[src/rtl/twr_pkg.sv]
package twr_pkg;

  // number of distinct patterns visited by a twisted ring of the given length
  function automatic int twr_state_count(input int stage_cnt);
    return 2 * stage_cnt;
  endfunction

endpackage

[src/rtl/twr_stage_chain.sv]
module twr_stage_chain #(
  parameter int STAGES = 4
) (
  input  logic              clk,
  input  logic              clr,
  input  logic              en,
  output logic [STAGES-1:0] q
);

  logic [STAGES-1:0] nxt;

  // loop-back with inversion at the head, plain shift everywhere else
  generate
    for (genvar i = 0; i < STAGES; i++) begin : g_link
      if (i == 0) begin : g_head
        assign nxt[i] = ~q[STAGES-1];
      end else begin : g_body
        assign nxt[i] = q[i-1];
      end
    end
  endgenerate

  always_ff @(posedge clk) begin
    if (clr) begin
      q <= '0;
    end else if (en) begin
      q <= nxt;
    end
  end

  AST_CLEAR_ZERO: assert property (@(posedge clk) disable iff (clr)
    $past(clr) |-> (q == '0));

  AST_HOLD: assert property (@(posedge clk) disable iff (clr)
    !en |=> $stable(q));

  AST_FEED_INV: assert property (@(posedge clk) disable iff (clr)
    en |=> (q[0] == !$past(q[STAGES-1])));

  AST_SHIFT: assert property (@(posedge clk) disable iff (clr)
    en |=> (q[STAGES-1:1] == $past(q[STAGES-2:0])));

endmodule

[src/rtl/twr_decoder.sv]
module twr_decoder #(
  parameter int STAGES = 4,
  localparam int STATES = twr_pkg::twr_state_count(STAGES)
) (
  input  logic [STAGES-1:0] q,
  output logic [STATES-1:0] hot
);

  // each pattern is named by one two-input AND on adjacent or end stages
  generate
    for (genvar k = 0; k < STAGES; k++) begin : g_term
      if (k == 0) begin : g_ends
        assign hot[0]      = ~q[0] & ~q[STAGES-1];
        assign hot[STAGES] =  q[0] &  q[STAGES-1];
      end else begin : g_edge
        assign hot[k]        =  q[k-1] & ~q[k];
        assign hot[STAGES+k] = ~q[k-1] &  q[k];
      end
    end
  endgenerate

endmodule

[src/rtl/twr_johnson_top.sv]
module twr_johnson_top #(
  parameter int STAGES = 4,
  localparam int STATES = twr_pkg::twr_state_count(STAGES)
) (
  input  logic              clk,
  input  logic              clr,
  input  logic              en,
  output logic [STAGES-1:0] stages,
  output logic [STATES-1:0] state_hot
);

  twr_stage_chain #(.STAGES(STAGES)) u_chain (
    .clk (clk),
    .clr (clr),
    .en  (en),
    .q   (stages)
  );

  twr_decoder #(.STAGES(STAGES)) u_decode (
    .q   (stages),
    .hot (state_hot)
  );

  AST_ONE_HOT: assert property (@(posedge clk) disable iff (clr)
    $countones(state_hot) == 1);

  AST_HOT_ROTATE: assert property (@(posedge clk) disable iff (clr)
    en |=> (state_hot == {$past(state_hot[STATES-2:0]), $past(state_hot[STATES-1])}));

  AST_CLEAR_WINS: assert property (@(posedge clk) disable iff (clr)
    $past(clr && en) |-> (state_hot == STATES'(1)));

endmodule

[config.mk]
export PLATFORM = sky130hd
export DESIGN_NAME = twr_johnson_top
export DESIGN_NICKNAME = d
export VERILOG_FILES = /design/src/rtl/twr_pkg.sv /design/src/rtl/twr_stage_chain.sv /design/src/rtl/twr_decoder.sv /design/src/rtl/twr_johnson_top.sv
export SDC_FILE = /design/constraint.sdc
export NUM_CORES = 1
export LEC_CHECK = 0
export BUFFER_PORTS_ARGS = -buffer_cell sky130_fd_sc_hd__buf_2
export CAP_MARGIN = 5
export CORE_AREA = 5 5 42 44
export DETAILED_ROUTE_END_ITERATION = 8
export DIE_AREA = 0 0 47 49
export MAX_ROUTING_LAYER = met4
export PLACE_DENSITY = 0.47
export SYNTH_ARGS = -nofsm -noshare
export SYNTH_HDL_FRONTEND = slang
export SYNTH_HIERARCHICAL = 1
export SYNTH_SLANG_ARGS = --single-unit
[constraint.sdc]
create_clock -name clk -period 0.8 [get_ports clk]
set_input_delay 0.16 -clock clk [delete_from_list [all_inputs] [get_ports clk]]
set_output_delay 0.16 -clock clk [all_outputs]
set_load 0.01 [all_outputs]
==> results by group <==
Logic synthesis
  • Ys Warns: 6
  • Syn avg cell area: 9.33 um2
  • Register area share after synthesis: 0.358
  • Syn Nets: 27
  • Mapped Area: 224 um2
  • Flop and latch count out of synthesis: 4
  • Syn Inst Count: 24
  • Number of distinct library cells after synthesis: 9

Place
  • Placed instance count: 54
  • Final HPWL DP: 428 um
  • Port buffer count: 14
  • Final Wtd Congestion: 0.686

Clocking
  • H-tree levels: 1
  • # clock sinks: 4
  • Clk buf depth: 2
  • # hold bufs at CTS: 0
  • CTS root buf: clkbuf_4
  • Worst-path clk slew: ~0.04 ns
  • Clock insertion delay at the later pin of the skew report: 0.24 ns
  • CTS buffer count: 3
  • CTS tree: yes

STA
  • Fmax: approximately 900 MHz
  • RSZ-0062 raised after global routing: yes
  • Period utilization: 1.35
  • Fin. Hold Viols: 0
  • Slew Limit Headroom: 0.921
  • Count of final setup violators: 12
  • Worst-Margin Slew: between 0.1 and 0.15 ns
  • Slew Viols, Final: 0
  • Clk_skew: 0.00161 ns
  • Hold WS: 0.124 ns
  • Final WS setup: -0.281 ns
  • Period minus WS final: between 1 and 1.5 ns

Worst setup path
  • Internal reg-to-reg setup slack: approximately 0.040 ns
  • Critical path data arrival time: 0.92 ns
  • WP data required: 0.64 ns
  • Crit path kind: register to primary output
  • CP endpoint kind: primary output
  • Startpoint types: register
  • Crit Path Max Fanout: 6

Power and ir drop
  • Part of the power in registers: 0.373
  • Switching share of total power: 0.248
  • P_int: between 0.4 and 0.5 mW
  • Logic pwr share: 0.183
  • Sw Pwr: 0.143 mW
  • Power per cell area: 1420 mW/mm2
  • Leak: 0.206 nW
  • VDD IR-drop max: 0.635 mV
  • Clk pwr share: 0.443

Layout
  • Share of cells above drive strength 1: 0.714
  • Post-Layout Cell Count: 58
  • Diodes inserted: 0
  • Final net count: 47
  • Final core utilization: 0.289
  • Biggest register: u_chain/q
  • Top flop regs: u_chain/q x4
  • Largest register FFs: 4
  • Synthesis-to-layout area growth: 81.0%

Global routing
  • Vias in the first global route: 178
  • Grt total ovfl: 0
  • Initial antenna violation count: 0
  • First-pass GRT wire length: 772 um
  • GRT Util Overall: 0.0592
  • Largest net degree at the start of global routing: 7

Run
  • MaxCap Viol Count: 0

Die
  • Die area: 0.00230 mm2
  • Rows: 14
  • Die H: 49 um
  • # IOs: 15
  • Initial core utilization: 0.160
  • Core Area: 0.00140 mm2
  • Die X: 47 um

Drt
  • Drt total wl: ~550 um
  • DRT Pass-1 Iters: 1
  • Vias per inst: roughly 3.7
  • DRT iter0 DRCs: 0
  • DRC: 0
  • DR vias: ~210
  • Routed len/inst: 9.43 um
  • Routed Antenna Nets: 0

Outcome
  • Status: finished, violations left
  • Failing checks: setup timing

Worst hold path
  • HP Class: input port to register
## per-stage QoR
stage / cell area [um2] / setup TNS, ns / setup slack (ns) / power, mW
6_report: 405 / -2.23 / -0.281 / 0.577
5_1_grt: 405 / -2.93 / -0.324 / 0.635
4_1_cts: 385 / -2.50 / -0.291 / 0.588
3_5_place_dp: 314 / -0.170 / -0.0479 / 0.312
3_3_place_gp: 314 / -0.129 / -0.0348 / 0.311
2_1_floorplan: 239 / -0.0640 / -0.0283 / 0.287
## power by group through the flow
stage | clock network (mW) | logic [mW] | registers [mW]
2_1_floorplan | 0 | 0.0674 | 0.219
3_3_place_gp | 0 | 0.0882 | 0.223
3_5_place_dp | 0 | 0.0879 | 0.224
4_1_cts | 0.270 | 0.104 | 0.214
5_1_grt | 0.301 | 0.115 | 0.219
6_report | 0.256 | 0.106 | 0.216
## cell usage in the layout, fill, tap and decap left out
master,n
dfxtp_4,3
dfxtp_2,1
buf_4,3
nor2_1,5
buf_2,8
nor2b_1,3
and2b_2,2
mux2i_1,3
clkbuf_4,3
a211oi_2,1
buf_6,8
and2_1,1
nor2b_4,1
## final cells by class
type / instances / area [um2]
fillers: 163 / 996
clock buffers: 3 / 22.5
repair buffers: 19 / 153
flip-flops and latches: 4 / 92.6
multi-input cells: 16 / 118
well taps: 16 / 20.0
## cells by family (layout without fill, tap and decap cells)
logic type / count (synthesis) / count (layout) / share of synthesized area
AO/OA/AOI/OAI: 1 / 1 / 0.0559
buffers and inverters: 4 / 22 / 0.151
AND/OR/NAND/NOR: 12 / 12 / 0.302
flip-flops: 4 / 4 / 0.358
multiplexers: 3 / 3 / 0.134
## what timing repair did
item                       in CTS  in global routing
buffers inserted                1                  0
pin swaps                       0                  2
gates resized for setup        10                  5
setup endpoints to repair      12                 16
## cell usage after synthesis (all sizes together)
library cell,count,area share
a211oi,1,0.056
and2,1,0.028
and2b,2,0.078
buf,4,0.15
dfxtp,4,0.36
mux2i,3,0.13
nor2,5,0.084
nor2b,4,0.11
## critical path, stage by stage (launching register included)
cell and delay, ns:
dfxtp_4 0.35, and2b_2 0.22, buf_6 0.11
## worst paths after layout
kind	from	endpoint	depth (start not counted)
worst min register to register	u_chain/q[3]	u_chain/q[0]	2
worst min-delay path	clr	u_chain/q[3]	2
worst max register to register	u_chain/q[2]	u_chain/q[3]	3
worst max-delay path	u_chain/q[1]	state_hot[1]	2
## layer usage
layer	track usage	vias to the layer above	share of wire
met5	-	-	0
met4	0.0553	0	0.013
met3	0.0664	2	0.23
met2	0.0679	19	0.37
met1	0.0485	82	0.39
li1	-	109	-
No activity file was read; power rests on OpenSTA's default activity.
